==> src/rtl/pwmc_pkg.sv <==
package pwmc_pkg;

  localparam int PS_W = 17;   // wide enough for the largest ratio (72000)
  localparam int FLD_W = 10;  // control bits per channel

  // Channel control fields; packed so that code sits in the low bits.
  typedef struct packed {
    logic       keep_bypass;  // bit 9, stored only
    logic       keep_pulse;   // bit 8, stored only
    logic       keep_mode;    // bit 7, stored only
    logic       gate;         // bit 6
    logic       act_hi;       // bit 5
    logic       en;           // bit 4
    logic [3:0] code;         // bits 3:0
  } chan_ctl_t;

  // Divide ratio for a prescaler code; zero marks a reserved code.
  function automatic logic [PS_W-1:0] ps_ratio(input logic [3:0] code);
    case (code)
      4'd0:    ps_ratio = PS_W'(120);
      4'd1:    ps_ratio = PS_W'(180);
      4'd2:    ps_ratio = PS_W'(240);
      4'd3:    ps_ratio = PS_W'(360);
      4'd4:    ps_ratio = PS_W'(480);
      4'd8:    ps_ratio = PS_W'(12000);
      4'd9:    ps_ratio = PS_W'(24000);
      4'd10:   ps_ratio = PS_W'(36000);
      4'd11:   ps_ratio = PS_W'(48000);
      4'd12:   ps_ratio = PS_W'(72000);
      4'd15:   ps_ratio = PS_W'(1);
      default: ps_ratio = '0;
    endcase
  endfunction

endpackage

==> src/rtl/pwmc_prescaler.sv <==
module pwmc_prescaler
  import pwmc_pkg::*;
(
  input  logic            clk,
  input  logic            rst_n,
  input  logic            run,
  input  logic [PS_W-1:0] ratio,
  output logic            tick
);

  logic [PS_W-1:0] div_cnt;

  // >= rather than == so that a ratio lowered mid-count still wraps promptly
  assign tick = run && (div_cnt >= ratio - 1'b1);

  always_ff @(posedge clk) begin
    if (!rst_n)              div_cnt <= '0;
    else if (!run || tick)   div_cnt <= '0;
    else                     div_cnt <= div_cnt + 1'b1;
  end

  AST_PS_IDLE_CLEAR: assert property (@(posedge clk) disable iff (!rst_n)
    !run |=> div_cnt == '0);
  AST_PS_TICK_WRAP: assert property (@(posedge clk) disable iff (!rst_n)
    tick |=> div_cnt == '0);

endmodule

==> src/rtl/pwmc_channel.sv <==
module pwmc_channel #(
  parameter int CNT_W = 8
) (
  input  logic             clk,
  input  logic             rst_n,
  input  logic             run,
  input  logic             tick,
  input  logic             act_hi,
  input  logic             prd_we,
  input  logic [CNT_W-1:0] wr_dty,
  input  logic [CNT_W-1:0] wr_per,
  output logic             pending,
  output logic [CNT_W-1:0] shd_dty,
  output logic [CNT_W-1:0] shd_per,
  output logic             pwm
);

  logic [CNT_W-1:0] pcnt, work_dty, work_per;
  logic             boundary, take, active;

  assign boundary = tick && (pcnt == work_per);
  assign take     = pending && (boundary || !run);
  assign active   = run && (pcnt < work_dty);
  assign pwm      = act_hi ? active : !active;

  always_ff @(posedge clk) begin
    if (!rst_n) begin
      pcnt     <= '0;
      pending  <= 1'b0;
      shd_dty  <= '0;
      shd_per  <= '0;
      work_dty <= '0;
      work_per <= '0;
    end else begin
      if (!run)          pcnt <= '0;
      else if (boundary) pcnt <= '0;
      else if (tick)     pcnt <= pcnt + 1'b1;

      if (take)          pending <= 1'b0;
      else if (prd_we)   pending <= 1'b1;

      if (prd_we && !pending) begin
        shd_dty <= wr_dty;
        shd_per <= wr_per;
      end

      if (take) begin
        work_dty <= shd_dty;
        work_per <= shd_per;
      end
    end
  end

  AST_NO_OVERFLOW: assert property (@(posedge clk) disable iff (!rst_n)
    pcnt <= work_per);
  AST_IDLE_CLEAR: assert property (@(posedge clk) disable iff (!rst_n)
    !run |=> pcnt == '0);
  AST_HOLD_TILL_BOUNDARY: assert property (@(posedge clk) disable iff (!rst_n)
    pending && run && !boundary |=> pending);
  AST_LOAD_AT_BOUNDARY: assert property (@(posedge clk) disable iff (!rst_n)
    $fell(pending) |-> $past(boundary || !run));
  AST_WRITE_IGNORED: assert property (@(posedge clk) disable iff (!rst_n)
    pending && prd_we |=> $stable(shd_dty) && $stable(shd_per));

endmodule

==> src/rtl/pwmc_top.sv <==
module pwmc_top
  import pwmc_pkg::*;
#(
  parameter int NCH    = 2,
  parameter int CNT_W  = 8,
  parameter int STRIDE = 15,
  parameter int ADDR_W = 4
) (
  input  logic              clk,
  input  logic              rst_n,
  input  logic              bus_we,
  input  logic [ADDR_W-1:0] bus_addr,
  input  logic [31:0]       bus_wdata,
  output logic [31:0]       bus_rdata,
  output logic [NCH-1:0]    pwm_out
);

  localparam int RDY_BIT = 28;
  localparam int PER_LSB = 16;

  chan_ctl_t        ctl     [NCH];
  logic [NCH-1:0]   pending;
  logic [CNT_W-1:0] shd_dty [NCH];
  logic [CNT_W-1:0] shd_per [NCH];

  logic ctl_hit;
  assign ctl_hit = bus_we && (bus_addr == '0);

  always_ff @(posedge clk) begin
    if (!rst_n) begin
      for (int n = 0; n < NCH; n++) ctl[n] <= '0;
    end else if (ctl_hit) begin
      for (int n = 0; n < NCH; n++) ctl[n] <= bus_wdata[n*STRIDE +: FLD_W];
    end
  end

  for (genvar n = 0; n < NCH; n++) begin : g_ch
    localparam logic [ADDR_W-1:0] PRD_ADDR = ADDR_W'(4 * (n + 1));
    logic            run, tick, prd_we;
    logic [PS_W-1:0] ratio;

    assign ratio  = ps_ratio(ctl[n].code);
    assign run    = ctl[n].en && ctl[n].gate && (ratio != '0);
    assign prd_we = bus_we && (bus_addr == PRD_ADDR);

    pwmc_prescaler u_ps (
      .clk   (clk),
      .rst_n (rst_n),
      .run   (run),
      .ratio (ratio),
      .tick  (tick)
    );

    pwmc_channel #(.CNT_W(CNT_W)) u_ch (
      .clk     (clk),
      .rst_n   (rst_n),
      .run     (run),
      .tick    (tick),
      .act_hi  (ctl[n].act_hi),
      .prd_we  (prd_we),
      .wr_dty  (bus_wdata[CNT_W-1:0]),
      .wr_per  (bus_wdata[PER_LSB +: CNT_W]),
      .pending (pending[n]),
      .shd_dty (shd_dty[n]),
      .shd_per (shd_per[n]),
      .pwm     (pwm_out[n])
    );

    AST_RESERVED_NO_TICK: assert property (@(posedge clk) disable iff (!rst_n)
      (ratio == '0) |-> !tick);
  end

  always_comb begin
    bus_rdata = '0;
    if (bus_addr == '0) begin
      for (int n = 0; n < NCH; n++) begin
        bus_rdata[n*STRIDE +: FLD_W] = ctl[n];
        bus_rdata[RDY_BIT + n]       = pending[n];
      end
    end else begin
      for (int n = 0; n < NCH; n++) begin
        if (bus_addr == ADDR_W'(4 * (n + 1))) begin
          bus_rdata[CNT_W-1:0]         = shd_dty[n];
          bus_rdata[PER_LSB +: CNT_W]  = shd_per[n];
        end
      end
    end
  end

endmodule

==> config.mk <==
export PLATFORM = sky130hd
export DESIGN_NAME = pwmc_top
export DESIGN_NICKNAME = d
export VERILOG_FILES = /design/src/rtl/pwmc_pkg.sv /design/src/rtl/pwmc_prescaler.sv /design/src/rtl/pwmc_channel.sv /design/src/rtl/pwmc_top.sv
export SDC_FILE = /design/constraint.sdc
export NUM_CORES = 1
export LEC_CHECK = 0
export ABC_AREA = 1
export ABC_CLOCK_PERIOD_IN_PS = 4430
export BUFFER_PORTS_ARGS = -buffer_cell sky130_fd_sc_hd__buf_2
export CAP_MARGIN = 15
export CORE_MARGIN = 3
export CORE_UTILIZATION = 45
export DETAILED_ROUTE_END_ITERATION = 16
export PLACE_DENSITY = 0.63
export SETUP_SLACK_MARGIN = 0.2
export SLEW_MARGIN = 20
export SYNTH_ARGS = -nofsm -noshare
export SYNTH_HDL_FRONTEND = slang
export SYNTH_SLANG_ARGS = --single-unit
==> constraint.sdc <==
create_clock -name clk -period 4.43 [get_ports clk]
set_clock_uncertainty 0.15 [all_clocks]
set_input_delay 0.886 -clock clk [delete_from_list [all_inputs] [get_ports clk]]
set_output_delay 0.886 -clock clk [all_outputs]
set_load 0.005 [all_outputs]
==> run metrics, run 1 <==
final worst-path cycle share 86.6%; minimum clock period 3.84 ns; Starting DRT DRC Count 385; PwrDens 336 nW/um2; # clock sinks 136; Max Slew Vio Count 0; global placer's final weighted congestion 0.854; Cells after Synth 1098; largest net degree at the start of global routing 37; synthesized area 8180 um2; # IOs 73; Die Height 141 um; Worst VDD drop 287 uV; worst-skew pair later-pin latency 0.42 ns; CP Launch Type register; Slew HR 34.2%; Synth Register Bits 136; register area share after synthesis 35.7%; DP Worst Slack 0.544 ns; Hold WC Path Type reg2reg; vias in the first global route 6365; PortBufs 50; commonest non-fill, non-tap cell in the layout nand2_1; Synth Flop Type dfxtp_1; syn avg cell area 7.45 um2; WP data required 3.39 ns; Synthesis Warnings 0; Total GRT Usage 19.0%; fill count 1746; r2r startpoint ctl[0][11]; Leak 3.86 nW; row cnt 48; drt pass-1 iters 7; core area 17500 um2; fraction of registers with async set/reset 0%; final WL 18200 um; crit path from ctl[0][11]; sum of buffers and inverters on the critical path 3; R2R depth 18; Final Hold Fails 0; final setup margin 0.593 ns; antenna violations before repair 0; leading cell types in the layout, fill and taps excluded nand2_1 (192), inv_1 (137), nor2_1 (132), a21oi_1 (117), dfxtp_1 (116); Post-synth EDFFs 20; setup_tns 0 ns; worst path cell trace inv_1, ha_1, nor2_1, nand2_2, nand3_2, nand2_1, inv_2, a21oi_4, nand3_1, xor2_1, buf_2; Setup Buffers After CTS 0; die width 141 um; Min-Delay Startpoint g_ch[0].u_ps.div_cnt[0]; DP Wirelength 13100 um; multi-input logic area 4470 um2; Worst-Margin Slew 0.985 ns; n_diodes 0; effective utilization at floorplan 46.7%; Crit path max-delay family simple AND/OR/NAND/NOR gates; Via density 5.01; WP data arrival 2.80 ns; Crit-path slowest cell edfxtp_1; Post-layout nets 1236; Crit Path Class reg2out; area grow syn2layout 11.6%; remaining global-route overflow 0; proportion of layout cells with a drive suffix above 1 12.7%; buffer depth of the longest clock path 2; CTS tree yes; clock tree root buffer cell clkbuf_16; Seq. cell area 2920 um2; largest fanout on the critical path 7; H-tree levels 4; first-pass GRT wire length 31000 um; DIE AREA 19800 um2; synth unique cells 44; wire per inst 13.3 um; final setup vio count 0; crit end category output port; Max Cap Viol 0; Tot Pwr 3.06 mW; drc violations 0; RSZ-0062 raised after global routing yes; hold depth 1; Peak Freq 0.261 GHz; Levels on crit path 11; Reg clk slew, reported paths 0.06 ns; Antenna Nets Post-Route 0; status finished, final reports clean; Worst path max stage delay 0.47 ns; Num CTS Buffers 17; total number of vias 6875
[kinds of logic (layout without fill, tap and decap cells)]
| group | Yosys count | count (layout) | share of synthesized area [%] |
|---|---|---|---|
| adder cells (fa/ha/maj) | 64 | 64 | 9.79 |
| AND/OR/NAND/NOR | 456 | 457 | 25.1 |
| buffers and inverters | 198 | 236 | 10.6 |
| AO/OA/AOI/OAI | 190 | 190 | 13.0 |
| XOR/XNOR | 53 | 53 | 5.67 |
| other | 1 | 10 | 0.0458 |
| flip-flops | 136 | 136 | 35.7 |
[state kept, by name, indices dropped and copies added (netlist names)]
signal,count
ctl,20
g_ch.u_ch.pcnt,16
g_ch.u_ch.pending,2
g_ch.u_ch.shd_dty,16
g_ch.u_ch.shd_per,16
g_ch.u_ch.work_dty,16
g_ch.u_ch.work_per,16
g_ch.u_ps.div_cnt,34
[synth_stat cells, types with 2 or more instances]
library cell / n / area, um2
a31oi_1: 2 / 12.5
a211oi_1: 2 / 15.0
ha_1: 64 / 801
edfxtp_1: 20 / 601
buf_2: 4 / 20.0
o221ai_1: 16 / 140
nand4_1: 14 / 87.6
nand3b_1: 3 / 22.5
nor3b_1: 4 / 30.0
nor2_1: 132 / 495
nand2_2: 10 / 62.6
dfxtp_1: 116 / 2320
xor2_1: 27 / 236
nand2_1: 193 / 724
nor3_2: 3 / 30.0
a21oi_4: 2 / 32.5
nor2_2: 4 / 25.0
o21ai_0: 41 / 205
nor3_1: 17 / 85.1
and3_1: 2 / 12.5
or2_2: 6 / 37.5
a21oi_2: 2 / 17.5
inv_2: 6 / 22.5
o21ai_2: 2 / 17.5
nand2_4: 4 / 45.0
clkbuf_1: 20 / 75.1
nand3_1: 47 / 235
xnor2_1: 26 / 228
buf_6: 7 / 78.8
or2_4: 2 / 17.5
a21oi_1: 117 / 586
inv_1: 137 / 514
nand3_2: 14 / 140
clkinv_1: 3 / 11.3
o21ai_1: 2 / 10.0
buf_1: 3 / 11.3
buf_4: 17 / 128
[report_power, final]
part           switching, mW  leakage [nW]  internal, mW  total [mW]
combinational          0.200          2.43         0.109       0.309
clock                  0.536         0.302         0.920        1.46
sequential            0.0217          1.13          1.28        1.30
total                  0.758          3.86          2.31        3.06
[routing by layer]
layer	share of wire, %	wire length, um	global-route usage, %
met5	0	0	0
met1	52	9530	28.1
met3	4.6	842	3.46
met2	42	7680	28.4
met4	0.99	180	5.51
[metrics by stage]
step                      instances  hold WS, ns  utilization [%]  instance area (um2)
after floorplan                1107        0.280                -                 8220
after global placement         1338        0.294             48.4                 8490
after detailed placement       1338        0.302             48.4                 8490
after CTS                      1370        0.316             51.9                 9090
after global routing           1371        0.338             52.1                 9130
final                          1371        0.312             52.1                 9130
[cell type report]
| type | count | area share, % |
|---|---|---|
| Inverter | 147 | 6.07 |
| Tap cell | 225 | 3.08 |
| Sequential cell | 136 | 32.0 |
| Multi-Input combinational cell | 774 | 48.9 |
| Timing Repair Buffer | 57 | 3.32 |
| Clock buffer | 25 | 5.66 |
| Clock inverter | 7 | 0.945 |
[timing repair]
action,CTS,global route
setup endpoints to repair,0,38
gates resized for setup,0,5
hold buffers,0,0
[final timing paths]
kind	end	slack [ns]
setup / recovery	pwm_out[1]	0.59
hold / removal	g_ch[0].u_ps.div_cnt[0]	0.31
setup reg to reg	g_ch[1].u_ch.work_dty[6]	0.62
hold reg to reg	g_ch[0].u_ps.div_cnt[0]	0.31
Power figures use the tool's default switching activity.
==> run 2, diff against run 1 <==
--- a/config.mk
+++ b/config.mk
@@ -9,10 +9,12 @@
 export ABC_CLOCK_PERIOD_IN_PS = 4430
 export BUFFER_PORTS_ARGS = -buffer_cell sky130_fd_sc_hd__buf_2
 export CAP_MARGIN = 15
+export CELL_PAD_IN_SITES_DETAIL_PLACEMENT = 1
+export CELL_PAD_IN_SITES_GLOBAL_PLACEMENT = 2
 export CORE_MARGIN = 3
-export CORE_UTILIZATION = 45
+export CORE_UTILIZATION = 35
 export DETAILED_ROUTE_END_ITERATION = 16
-export PLACE_DENSITY = 0.63
+export PLACE_DENSITY = 0.8
 export SETUP_SLACK_MARGIN = 0.2
 export SLEW_MARGIN = 20
 export SYNTH_ARGS = -nofsm -noshare
==> run 2 against run 1 <==
- design area grew 1.9%
- sequential power is essentially flat
- critical endpoint unchanged
- count of clock-buffer cells in the layout shrank 8
- wire length grew 18%
- global-route usage shrank 2.0 points
- die area grew 27%
- power grew 3.1%
- sequential share of layout area shrank 0.60 points
- highest routed layer unchanged
- core utilization shrank 11 points
- hold slack gained 0.0046 ns
==> run metrics, run 2 (synthesis results as in run 1) <==
antenna violations before repair 0; WP data arrival 2.80 ns; commonest non-fill, non-tap cell in the layout nand2_1; DP Wirelength 15800 um; post-cts hold buffer count 0; hold_ws 0.317 ns; CTS tree yes; buffer depth of the longest clock path 2; worst-skew pair later-pin latency 0.43 ns; drc violations 0; total number of vias 7035; Reg clk slew, reported paths 0.06 ns; Worst-Margin Slew 1.02 ns; Worst path max stage delay 0.47 ns; setup_tns 0 ns; sum of buffers and inverters on the critical path 3; # IOs 73; Starting DRT DRC Count 277; Seq. cell area 2920 um2; final setup vio count 0; CP Launch Type register; Crit path max-delay family simple AND/OR/NAND/NOR gates; multi-input logic area 4470 um2; PwrDens 339 nW/um2; hold depth 1; status finished, final reports clean; vias in the first global route 7131; clock tree root buffer cell clkbuf_16; Max Cap Viol 0; Tot Pwr 3.16 mW; row cnt 55; Num CTS Buffers 17; Hold WC Path Type reg2reg; final worst-path cycle share 86.6%; PortBufs 50; area grow syn2layout 13.7%; Die Height 159 um; r2r startpoint ctl[0][11]; minimum clock period 3.84 ns; Worst VDD drop 206 uV; reg2reg end g_ch[1].u_ch.work_dty[7]; drt pass-1 iters 4; Slew HR 32.0%; Final Hold Fails 0; Leak 3.88 nW; Antenna Nets Post-Route 0; wire per inst 14.7 um; H-tree levels 4; Peak Freq 0.261 GHz; crit end category output port; Min-Delay Startpoint g_ch[1].u_ps.div_cnt[0]; worst min-delay path endpoint g_ch[1].u_ps.div_cnt[0]; effective utilization at floorplan 35.9%; first-pass GRT wire length 35500 um; r2r setup slk 0.60 ns; largest fanout on the critical path 7; Crit-path slowest cell edfxtp_1; largest registers g_ch.u_ps.div_cnt x34, ctl x20; proportion of layout cells with a drive suffix above 1 13.5%; Max Slew Vio Count 0; Post-layout nets 1241; n_diodes 0; Total GRT Usage 17.0%; global placer's final weighted congestion 0.780; leading cell types in the layout, fill and taps excluded nand2_1 (192), inv_1 (137), nor2_1 (131), a21oi_1 (117), dfxtp_1 (116); Largest Register g_ch.u_ps.div_cnt; max reg flops 34; RSZ-0062 raised after global routing no; DIE AREA 25200 um2; core area 22800 um2; Crit Path Class reg2out; # clock sinks 136; Levels on crit path 11; final WL 21500 um; remaining global-route overflow 0; Via density 4.81; fill count 2826; die width 159 um; worst path cell trace inv_1, ha_1, nor2_2, nand2_2, nand3_2, nand2_1, inv_2, a21oi_4, nand3_1, xor2_1, buf_2; R2R depth 20; largest net degree at the start of global routing 36; WP data required 3.39 ns
==> run 2: cell count changes in the layout (fill, tap and decap cells not counted), sizes merged <==
cell and delta:
buf +5, clkinvlp +2, bufinv +2, clkbuf -8, clkinv +4
==> run 2: worst register-to-register path: cells and delay by family, from the launching register on <==
kind | cells | cell delay [ns]
AOI/OAI and AO/OA | 2 | 0.38
buffers and inverters | 2 | 0.35
DFF | 1 | 0.50
and+or+nand+nor | 14 | 1.80
adders and majority gates | 2 | 0.56
==> run 2: stage by stage <==
step                cells  setup slack [ns]  utilization (%)  cell area, um2
global placement     1431             0.510             37.9            8640
CTS                  1463             0.338             40.7            9270
floorplan            1107              1.01                -            8220
detailed placement   1431             0.430             37.9            8640
finish               1464             0.594             40.9            9310
global route         1464             0.198             40.9            9310
==> run 2: power by group <==
part | switching (mW) | internal, mW
Combinational | 0.212 | 0.111
Clock | 0.593 | 0.945
Sequential | 0.0203 | 1.28
==> run 2: worst max path at each step <==
stage,from,to,slack [ns]
after global placement,ctl[0][11],g_ch[1].u_ch.work_per[7],0.51
after global routing,ctl[0][11],g_ch[1].u_ch.work_per[2],0.20
final,ctl[0][11],pwm_out[1],0.59
after CTS,ctl[0][11],g_ch[1].u_ch.work_per[7],0.34
after detailed placement,ctl[0][1],g_ch[0].u_ch.work_dty[0],0.43
after floorplan,ctl[0][11],g_ch[1].u_ch.work_dty[1],1.01
==> run 2: metal layers <==
metal  global-route usage, %  wire (um)  up-vias
met2                    27.3       9680       87
met4                    4.18        196        0
met5                       0          0        -
met3                    2.74        699       17
met1                    23.9      11000     3307
li1                        -          -     3624
==> run 2: final cells by class <==
type,instances,area share (%)
multi-input combinational,774,48.0
clock inverter,15,2.18
clock buffer,17,4.57
tap,313,4.21
inverter,147,5.96
sequential,136,31.4
timing repair buffer,62,3.66
==> run 2: repair_timing <==
item                       4_1_cts  5_1_grt
hold endpoints to repair         0        0
setup buffers                    0        0
gates resized for setup          0        6
setup endpoints to repair        0       45
